==> src/rtl/clk_stop_pkg.sv <==
package clk_stop_pkg;

    typedef enum logic [0:0] {
        GS_OFF = 1'b0,
        GS_RUN = 1'b1
    } gate_st_t;

    typedef enum logic [1:0] {
        PS_OFF     = 2'd0,
        PS_RUN     = 2'd1,
        PS_PARK_HI = 2'd2,
        PS_PARK_Z  = 2'd3
    } pair_st_t;

endpackage

==> src/rtl/clk_gate_cell.sv <==
module clk_gate_cell
    import clk_stop_pkg::*;
(
    input  logic clk_in,
    input  logic rst_n,
    input  logic en,
    input  logic pwr_dn,
    output logic clk_out
);

    gate_st_t st_q;
    gate_st_t st_d;

    // Next-state choice: power-down wins over the enable bit
    always_comb begin
        unique case (st_q)
            GS_RUN:  st_d = (pwr_dn || !en) ? GS_OFF : GS_RUN;
            GS_OFF:  st_d = (!pwr_dn && en) ? GS_RUN : GS_OFF;
            default: st_d = GS_OFF;
        endcase
    end

    // State register updates only while the clock is low
    always_ff @(negedge clk_in or negedge rst_n) begin
        if (!rst_n) st_q <= GS_OFF;
        else        st_q <= st_d;
    end

    always_comb begin
        unique case (st_q)
            GS_RUN:  clk_out = clk_in;
            GS_OFF:  clk_out = 1'b0;
            default: clk_out = 1'b0;
        endcase
    end

    // gating state may only move while clk_in is low
    always @(st_q) begin
        if (rst_n) begin
            p_change_low_r3: assert (!clk_in);
        end
    end

    // a stop request leaves the output low at the next falling edge
    p_stop_low_r2: assert property (@(negedge clk_in) disable iff (!rst_n)
        (pwr_dn || !en) |=> (clk_out == 1'b0));

endmodule

==> src/rtl/clk_pair_gate.sv <==
module clk_pair_gate
    import clk_stop_pkg::*;
(
    input  logic clk_in,
    input  logic rst_n,
    input  logic en,
    input  logic pwr_dn,
    input  logic cpu_mode,
    input  logic park_z,
    output logic cpu_t,
    output logic cpu_c,
    output logic cpu_oe
);

    pair_st_t st_q;
    pair_st_t st_d;
    pair_st_t pd_target;

    // Resting state under power-down depends on mode; park_z matters in mode 1 only
    always_comb begin
        if (cpu_mode) pd_target = park_z ? PS_PARK_Z : PS_PARK_HI;
        else          pd_target = PS_OFF;
    end

    always_comb begin
        unique case (st_q)
            PS_RUN:     st_d = pwr_dn ? pd_target : (en ? PS_RUN : PS_OFF);
            PS_OFF:     st_d = pwr_dn ? pd_target : (en ? PS_RUN : PS_OFF);
            PS_PARK_HI: st_d = pwr_dn ? pd_target : (en ? PS_RUN : PS_OFF);
            PS_PARK_Z:  st_d = pwr_dn ? pd_target : (en ? PS_RUN : PS_OFF);
            default:    st_d = PS_OFF;
        endcase
    end

    always_ff @(negedge clk_in or negedge rst_n) begin
        if (!rst_n) st_q <= PS_OFF;
        else        st_q <= st_d;
    end

    always_comb begin
        unique case (st_q)
            PS_RUN: begin
                cpu_t  = clk_in;
                cpu_c  = ~clk_in;
                cpu_oe = 1'b1;
            end
            PS_PARK_HI: begin
                cpu_t  = 1'b1;
                cpu_c  = 1'b0;
                cpu_oe = 1'b1;
            end
            PS_PARK_Z: begin
                cpu_t  = 1'b0;
                cpu_c  = 1'b0;
                cpu_oe = 1'b0;
            end
            PS_OFF: begin
                cpu_t  = 1'b0;
                cpu_c  = 1'b0;
                cpu_oe = 1'b1;
            end
            default: begin
                cpu_t  = 1'b0;
                cpu_c  = 1'b0;
                cpu_oe = 1'b1;
            end
        endcase
    end

    // pair state may only move while clk_in is low
    always @(st_q) begin
        if (rst_n) begin
            p_pair_low_r3: assert (!clk_in);
        end
    end

    p_park_hi_r4: assert property (@(negedge clk_in) disable iff (!rst_n)
        (pwr_dn && cpu_mode && !park_z) |=> (cpu_t && !cpu_c && cpu_oe));

    p_park_z_r5: assert property (@(negedge clk_in) disable iff (!rst_n)
        (pwr_dn && cpu_mode && park_z) |=> !cpu_oe);

    p_mode0_r6: assert property (@(negedge clk_in) disable iff (!rst_n)
        (pwr_dn && !cpu_mode) |=> (!cpu_t && !cpu_c && cpu_oe));

    p_inverse_r7: assert property (@(posedge clk_in) disable iff (!rst_n)
        (st_q == PS_RUN) |-> ((cpu_c == ~cpu_t) && cpu_oe));

    p_pair_off_r10: assert property (@(negedge clk_in) disable iff (!rst_n)
        (!pwr_dn && !en) |=> (!cpu_t && !cpu_c && cpu_oe));

endmodule

==> src/rtl/clk_stop_gate.sv <==
module clk_stop_gate #(
    parameter int N_OUT = 8
) (
    input  logic             clk_in,
    input  logic             rst_n,
    input  logic [N_OUT-1:0] out_en,
    input  logic             cpu_en,
    input  logic             pwr_dn,
    input  logic             cpu_mode,
    input  logic             park_z,
    output logic [N_OUT-1:0] clk_out,
    output logic             cpu_t,
    output logic             cpu_c,
    output logic             cpu_oe
);

    localparam logic [N_OUT-1:0] ALL_LOW = '0;

    for (genvar gi = 0; gi < N_OUT; gi++) begin : g_cell
        clk_gate_cell u_cell (
            .clk_in  (clk_in),
            .rst_n   (rst_n),
            .en      (out_en[gi]),
            .pwr_dn  (pwr_dn),
            .clk_out (clk_out[gi])
        );
    end

    clk_pair_gate u_pair (
        .clk_in   (clk_in),
        .rst_n    (rst_n),
        .en       (cpu_en),
        .pwr_dn   (pwr_dn),
        .cpu_mode (cpu_mode),
        .park_z   (park_z),
        .cpu_t    (cpu_t),
        .cpu_c    (cpu_c),
        .cpu_oe   (cpu_oe)
    );

    // power-down silences every plain output regardless of enables
    p_pd_all_low_r8: assert property (@(negedge clk_in) disable iff (!rst_n)
        pwr_dn |=> (clk_out == ALL_LOW));

endmodule

==> config.mk <==
export PLATFORM = sky130hd
export DESIGN_NAME = clk_stop_gate
export DESIGN_NICKNAME = d
export VERILOG_FILES = /design/src/rtl/clk_stop_pkg.sv /design/src/rtl/clk_gate_cell.sv /design/src/rtl/clk_pair_gate.sv /design/src/rtl/clk_stop_gate.sv
export SDC_FILE = /design/constraint.sdc
export NUM_CORES = 1
export LEC_CHECK = 0
export CAP_MARGIN = 20
export CELL_PAD_IN_SITES_DETAIL_PLACEMENT = 1
export CELL_PAD_IN_SITES_GLOBAL_PLACEMENT = 1
export CORE_MARGIN = 10
export CORE_UTILIZATION = 31
export CTS_BUF_LIST = sky130_fd_sc_hd__clkbuf_2 sky130_fd_sc_hd__clkbuf_4 sky130_fd_sc_hd__clkbuf_8
export DETAILED_ROUTE_END_ITERATION = 7
export PLACE_DENSITY = 0.91
export SYNTH_ARGS = -nofsm -noshare
export SYNTH_HDL_FRONTEND = slang
export SYNTH_SLANG_ARGS = --single-unit
==> constraint.sdc <==
create_clock -name clk_in -period 1.8 [get_ports clk_in]
set_clock_uncertainty 0.2 [all_clocks]
set_input_delay 0.36 -clock clk_in [delete_from_list [all_inputs] [get_ports clk_in]]
set_output_delay 0.36 -clock clk_in [all_outputs]
set_load 0.01 [all_outputs]
==> results of run 1 <==
==> synth_stat cells <==
library cell / n
nand3b_1: 1
and2_1: 8
nand2_1: 1
and2b_2: 8
o21ai_0: 1
a22o_2: 1
nor3b_1: 1
and2_4: 1
dfrtn_1: 10
buf_4: 8
inv_1: 2
==> repair_timing <==
action | CTS | global route
buffers inserted | 2 | 1
pin swaps | 8 | 1
endpoints found under the setup margin | 35 | 25
resized for setup | 70 | 6
==> worst max-delay path: cells and delay by family, from the launching register on <==
kind                   cells  cell delay, ps
buffers and inverters      1             130
flip-flops                 1             480
AND/OR/NAND/NOR            1             130
AO/OA/AOI/OAI              1              60
==> routing by layer <==
| metal | vias up | share of wire [%] |
|---|---|---|
| li1 | 177 | - |
| met1 | 169 | 39 |
| met2 | 23 | 47 |
| met3 | 2 | 13 |
| met4 | 0 | 0.61 |
| met5 | - | 0 |
==> flip-flops by register name, summed over array words and instances (netlist names) <==
signal / cells
u_pair.st_q: 2
g_cell.u_cell.st_q: 8
==> cell families (layout without fill, tap and decap cells) <==
| family | count (synthesis) | in the layout |
|---|---|---|
| AO/OA/AOI/OAI | 2 | 2 |
| buffers and inverters | 10 | 38 |
| flip-flops | 10 | 10 |
| AND/OR/NAND/NOR | 20 | 20 |
==> power groups by stage <==
stage          logic, mW  registers [mW]  clock network [mW]
2_1_floorplan     0.0148           0.245               0.155
3_3_place_gp      0.0546           0.246               0.203
3_5_place_dp      0.0579           0.247               0.203
4_1_cts           0.0582           0.244               0.575
5_1_grt           0.0669           0.245               0.643
6_report          0.0608           0.244               0.575
==> through the flow <==
step	utilization [%]	setup slack [ps]	power, mW	instances	hold slack, ps
after floorplan	-	-397	0.416	42	210
after global placement	47.1	-785	0.503	75	642
after detailed placement	47.1	-813	0.508	75	642
after CTS	49.8	-862	0.877	85	599
after global routing	52.1	-932	0.956	86	615
final	52.1	-833	0.880	86	589
==> final cells by class <==
cell class / instances / area (um2) / area share [%]
well taps: 16 / 20.0 / 2.58
repair buffers: 18 / 171 / 22.1
inverters: 2 / 7.51 / 0.968
flip-flops and latches: 10 / 250 / 32.3
clock buffers: 17 / 134 / 17.3
clock inverters: 1 / 5.00 / 0.645
multi-input cells: 22 / 188 / 24.2
==> final timing paths <==
check / slack, ps / depth (start not counted) / endpoint / start
setup / recovery: -830 / 3 / cpu_t / u_pair.st_q[1]
max in group asynchronous: 370 / 2 / g_cell[3].u_cell.st_q / rst_n
hold / removal: 590 / 4 / cpu_c / clk_in
min in group asynchronous: 890 / 2 / g_cell[6].u_cell.st_q / rst_n
==> results.toml, run 1 <==
[global_routing]
vias_in_the_first_global_route = 581
first_pass_grt_wire_length_mm = 2.24
grt-busiest-layer = "met4"
globalRouteMet1Util_pct = 7.72
antenna_found_initial = 0
global_route.usage.met3_pct = 10.7
globalRouteOverflowTotal = 0
grt_start_max_net_pins = 11
grt.total_usage_pct = 9.26
groute.layer.met2.usage_pct = 7.88

[status]
violations = "setup timing"
outcome = "finished with violations"

[placement]
post_dp_hpwl_um = 923
place_congestion = 0.621
port-buffer-count = 24
detailed_place.area_um2 = 701

[cells_and_area]
share_of_cells_above_drive_strength_1_pct = 57.1
most_common_library_cell_in_the_layout_ignoring_fill_and_taps = "dfrtn_1"
most_frequent_cells_in_the_layout = "10 x dfrtn_1, 9 x dlygate4sd2_1, 8 x and2b_2"
design.final.nets = 85
fillCellCount = 155
areaGrowthSynthToFinish_pct = 61.5
final_cell_area_um2 = 776
antenna-diode-count = 0

[timing]
setup-violations-final = 26
tightestPinTransition_ps = 164
finalWorstSetupSlack_ps = -833
maxSlewHeadroom_pct = 89.1
drv_slew = 0
setup_tns_final_ps = -7680
grt_setup_unrepaired = "true"
hold_viol_final = 0

[setup_path]
cp.required_ps = 1240
worstSetupPathType = "register to output pin"
crit_path_cell_trace = "nand3b_1, o21ai_1, buf_2"
cp_slowest_stage_delay_ps = 480
start_kind = "register"
crit_slowest_cell = "dfrtn_1"
worst-path-max-fanout = 4
arrival_time_at_the_worst_endpoint_ps = 2070
critical_path.endpoint_type = "output pin"

[logic_synthesis]
postSynthAreaPerCell_um2 = 11.4
post-synth-top-area-cell = "dfrtn_1"
syn-instance-count = 42
synth_mux_area_share_pct = 0
synthesis.nets = 56
yosys.area_share.simple_pct = 30.7
postSynthRegisterBits = 10
cell_area_after_synthesis_um2 = 480
ys_top_cells_by_area = "dfrtn_1 52%, and2b_2 15%, buf_4 13%, and2_1 10%, a22o_2 2.1%"
dominant_combinational_cell_family_by_area_after_synthesis = "simple AND/OR/NAND/NOR gates"
synth.yosys.seq_area_share_pct = 52.1
yosys.area_share.adder_pct = 0
synth-compound-area-share_pct = 3.13
post_synth_xor_area_fraction_pct = 0
synthDistinctLibCells = 11
synth.yosys.warnings = 0
synth_top_cell_area_share_pct = 52.1

[pwr]
power_leakage_nw = 0.411
power_per_cell_area_mw_per_mm2 = 1130
power_report.internal_total_uw = 611
power.switching_fraction_pct = 30.5
switchingPower_uw = 269
share_clk_of_total_power_pct = 65.4
share_comb_of_total_power_pct = 6.9
max-vdd-ir-drop_mv = 0.603
power.share.sequential_pct = 27.7

[die]
floorplan.initialDensity_pct = 32.3
floorplan.die.width_um = 59.4
fp-row-count = 14
core_area_mm2 = 0.00149
die_y_um = 59.4
total_die_area_mm2 = 0.00352
ios = 25

[route]
num_vias = 371
detail_route.wl_per_cell_um = 15.3
drt-initial-drc-count = 2
routed_antenna_nets = 0
drtPass1Iterations = 2
postRouteWirelength_mm = 1.32
drcViolationCount = 0
post_drt_via_cell_ratio = 4.31

[hold_path]
hp-class = "clock port to output pin"

[clocking]
clock_tree_from_tritoncts = "done"
clk_transition_reported_paths_ps = 40
cts_hold_buf = 0

[job]
max_cap_viol_count = 0
(Power assumes the default switching activity.)
==> inputs of run 2 (changes only) <==
- REMOVE_ABC_BUFFERS: not set -> 1
==> results.toml, run 2 (synthesis results as in run 1) <==
[global_routing]
globalRouteOverflowTotal = 0
grt_start_max_net_pins = 11
vias_in_the_first_global_route = 486
grt.total_usage_pct = 7.71
first_pass_grt_wire_length_mm = 1.87
antenna_found_initial = 0

[setup_path]
path_buf_inv = 2
arrival_time_at_the_worst_endpoint_ps = 2090
critPathLaunch = "u_pair.st_q[1]"
crit_end = "cpu_c"
cp_slowest_stage_delay_ps = 380
number_of_cells_on_the_critical_path = 3
worstSetupPathType = "register to output pin"
timing.critical_path.max_delay_family = "flip-flops"
critical_path.endpoint_type = "output pin"
crit_path_cell_trace = "buf_6, nor3b_2, buf_2"
crit_slowest_cell = "dfrtn_1"
start_kind = "register"
cp.required_ps = 1240
worst-path-max-fanout = 4

[cells_and_area]
regMostFlops = "g_cell.u_cell.st_q"
most_common_library_cell_in_the_layout_ignoring_fill_and_taps = "dfrtn_1"
share_of_cells_above_drive_strength_1_pct = 53.6
areaGrowthSynthToFinish_pct = 56.8
fillCellCount = 172
non_filler_instance_count_after_layout = 85
largest_register_ffs = 8
most_frequent_cells_in_the_layout = "10 x dfrtn_1, 8 x and2b_2, 8 x clkbuf_4, 8 x buf_2, 7 x dlygate4sd2_1"
antenna-diode-count = 0
reg_top3 = "g_cell.u_cell.st_q: 8 flops, u_pair.st_q: 2 flops"
design.final.nets = 84
final_util_pct = 50.6

[timing]
drv_slew = 0
setup_tns_final_ps = -7780
setup-violations-final = 25
maxSlewHeadroom_pct = 90.2
tightestPinTransition_ps = 147
grt_setup_unrepaired = "true"
fin_hold_ws_ps = 593
hold_viol_final = 0
finalWorstSetupSlack_ps = -854

[placement]
post_dp_hpwl_um = 912
place_congestion = 0.685
port-buffer-count = 24
placed_cells_incl_taps = 75

[die]
floorplan.die.width_um = 59.4
core_area_mm2 = 0.00149
floorplan.initialDensity_pct = 32.3
ios = 25
fp-row-count = 14
die_y_um = 59.4
total_die_area_mm2 = 0.00352

[route]
drcViolationCount = 0
num_vias = 379
drt-initial-drc-count = 3
routed_antenna_nets = 0
postRouteWirelength_mm = 1.27
post_drt_via_cell_ratio = 4.46
drtPass1Iterations = 2
detail_route.wl_per_cell_um = 14.9

[hold_path]
hp-class = "clock port to output pin"

[status]
outcome = "finished with violations"
violations = "setup timing"

[job]
max_cap_viol_count = 0

[clocking]
clk_transition_reported_paths_ps = 50
clock_tree_from_tritoncts = "done"
cts_hold_buf = 0

[pwr]
total_power_uw = 863
power_per_cell_area_mw_per_mm2 = 1150
power_leakage_nw = 0.414
max-vdd-ir-drop_mv = 0.353
-- run 2: repair_timing --
| item | in CTS | in global routing |
|---|---|---|
| buffers inserted | 1 | 1 |
| setup endpoints to repair | 35 | 27 |
| pin swaps | 9 | 0 |
| resized for setup | 61 | 9 |
-- run 2: worst min-delay path by stage --
stage,startpoint,end,slack (ps),depth (start not counted)
after floorplan,clk_in,cpu_c,210,1
after global placement,clk_in,cpu_c,640,2
after detailed placement,clk_in,cpu_c,640,2
after CTS,clk_in,cpu_c,610,4
after global routing,clk_in,cpu_c,620,4
final,clk_in,cpu_c,590,4
-- run 2: routing by layer --
metal	vias to the layer above	track usage, %	share of wire, %
met5	-	0	0
met4	0	17.0	4.8
met3	8	6.44	9.3
met2	22	7.28	48
met1	174	5.88	38
li1	175	-	-
-- run 2: final cells by class --
class / count / area [um2] / area share (%)
flip-flops and latches: 10 / 250 / 33.2
multi-input cells: 22 / 175 / 23.3
repair buffers: 17 / 165 / 21.9
clock buffers: 18 / 135 / 17.9
well taps: 16 / 20.0 / 2.66
inverters: 2 / 7.51 / 0.997
-- run 2: stage by stage --
step | instance area (um2) | setup WS (ps)
finish | 753 | -854
CTS | 713 | -878
global placement | 701 | -788
detailed placement | 701 | -820
global route | 753 | -909
floorplan | 420 | -397
-- run 2: report_power, final --
group | internal [mW] | switching (mW)
clock | 0.323 | 0.242
sequential | 0.239 | 0.00492
combinational | 0.0371 | 0.0170
total | 0.599 | 0.263
-- run 2: tightest hold or removal path: stages --
cell and delay, ps:
clkbuf_4 110, clkbuf_4 150, nor3b_2 40, buf_2 130
==> inputs of run 3 (changes only) <==
- CORE_MARGIN: 10 -> 5
- PLACE_DENSITY: 0.91 -> 0.9
==> results.toml, run 3 (synthesis results as in run 1) <==
[timing]
setup_tns_final_ps = -7590
setup-violations-final = 26
fin_hold_ws_ps = 607
tightestPinTransition_ps = 145
grt_setup_unrepaired = "true"
maxSlewHeadroom_pct = 90.4
hold_viol_final = 0
finalWorstSetupSlack_ps = -828
drv_slew = 0

[pwr]
power.share.sequential_pct = 28.2
power_report.internal_total_uw = 613
power_per_cell_area_mw_per_mm2 = 1150
switchingPower_uw = 252
power.switching_fraction_pct = 29.1
total_power_uw = 865
share_clk_of_total_power_pct = 65.7
share_comb_of_total_power_pct = 6.1
max-vdd-ir-drop_mv = 0.489
power_leakage_nw = 0.408

[cells_and_area]
final_util_pct = 50.4
areaGrowthSynthToFinish_pct = 56.2
regMostFlops = "g_cell.u_cell.st_q"
antenna-diode-count = 0
fillCellCount = 177
share_of_cells_above_drive_strength_1_pct = 54.3
most_common_library_cell_in_the_layout_ignoring_fill_and_taps = "dlygate4sd2_1"
largest_register_ffs = 8
non_filler_instance_count_after_layout = 86
final_cell_area_um2 = 751
most_frequent_cells_in_the_layout = "11 x dlygate4sd2_1, 10 x dfrtn_1, 9 x buf_2"
design.final.nets = 85
reg_top3 = "g_cell.u_cell.st_q: 8 flops, u_pair.st_q: 2 flops"

[route]
drcViolationCount = 0
routed_length_on_met3_um = 81
num_vias = 368
postRouteWirelength_mm = 1.12
routed.top_layer = "met4"
routedLengthMet1_um = 433
drtPass1Iterations = 2
detail_route.wl_per_cell_um = 13.0
length_of_routed_met2_wiring_um = 588
routed_antenna_nets = 0
drt-initial-drc-count = 2
post_drt_via_cell_ratio = 4.28

[clocking]
cts_hold_buf = 0
clk_transition_reported_paths_ps = 50
clock_tree_from_tritoncts = "done"

[placement]
place_congestion = 0.694
place_ws_ps = -840
placed_cells_incl_taps = 75
port-buffer-count = 24
post_dp_hpwl_um = 773
detailed_place.area_um2 = 701

[setup_path]
critical_path.endpoint_type = "output pin"
arrival_time_at_the_worst_endpoint_ps = 2070
worstSetupPathType = "register to output pin"
start_kind = "register"
worst-path-max-fanout = 4
cp.required_ps = 1240

[status]
outcome = "finished with violations"
violations = "setup timing"

[hold_path]
hp-class = "clock port to output pin"

[global_routing]
globalRouteOverflowTotal = 0
grt.total_usage_pct = 11.3
vias_in_the_first_global_route = 525
grt_start_max_net_pins = 11
first_pass_grt_wire_length_mm = 1.93
antenna_found_initial = 0

[die]
fp-row-count = 14
core_area_mm2 = 0.00149
ios = 25
floorplan.die.width_um = 49.4
floorplan.initialDensity_pct = 32.3
die_y_um = 49.4
total_die_area_mm2 = 0.00244

[job]
max_cap_viol_count = 0
==> run 3: cell count changes in the layout (fill, tap and decap cells not counted), sizes merged <==
| cell | before | now |
|---|---|---|
| dlymetal6s2s | 2 | 0 |
| clkdlybuf4s50 | 3 | 1 |
| dlygate4sd2 | 7 | 11 |
| buf | 15 | 16 |
==> run 3: layout make-up <==
type / count / area [um2] / share of cell area, %
Sequential cell: 10 / 250 / 33.3
Timing Repair Buffer: 18 / 163 / 21.7
Inverter: 2 / 7.51 / 1.00
Clock buffer: 18 / 135 / 18.0
Tap cell: 16 / 20.0 / 2.67
Multi-Input combinational cell: 22 / 175 / 23.3
==> run 3: final timing paths <==
path                           startpoint                     to  slack [ps]  depth (start not counted)
setup / recovery           u_pair.st_q[1]                  cpu_c        -830                          3
hold / removal                     clk_in                  cpu_c         610                          4
max in group asynchronous           rst_n  g_cell[0].u_cell.st_q         350                          2
min in group asynchronous           rst_n  g_cell[6].u_cell.st_q         900                          2
==> run 3: routing by layer <==
metal | GRT usage (%) | vias to the layer above
li1 | - | 179
met1 | 8.07 | 170
met2 | 12.4 | 17
met3 | 10.4 | 2
met4 | 20.1 | 0
met5 | 0 | -
==> run 3: what timing repair did <==
item / in CTS / in global routing
endpoints found under the hold margin: 0 / 0
setup endpoints to repair: 35 / 26
buffers inserted: 1 / 2
pin swaps: 9 / 1
gates resized for setup: 68 / 2
==> run 3: worst max-delay path, cell delays in order, from the launching register on <==
cell and delay (ps):
dfrtn_1 380, buf_6 130, nor3b_2 130, buf_2 150
==> run 3: power by group through the flow <==
stage	Combinational (mW)	Clock [mW]	Sequential, mW
2_1_floorplan	0.0148	0.0852	0.245
5_1_grt	0.0584	0.633	0.245
6_report	0.0532	0.568	0.244
3_3_place_gp	0.0555	0.203	0.246
3_5_place_dp	0.0567	0.203	0.247
4_1_cts	0.0501	0.585	0.244
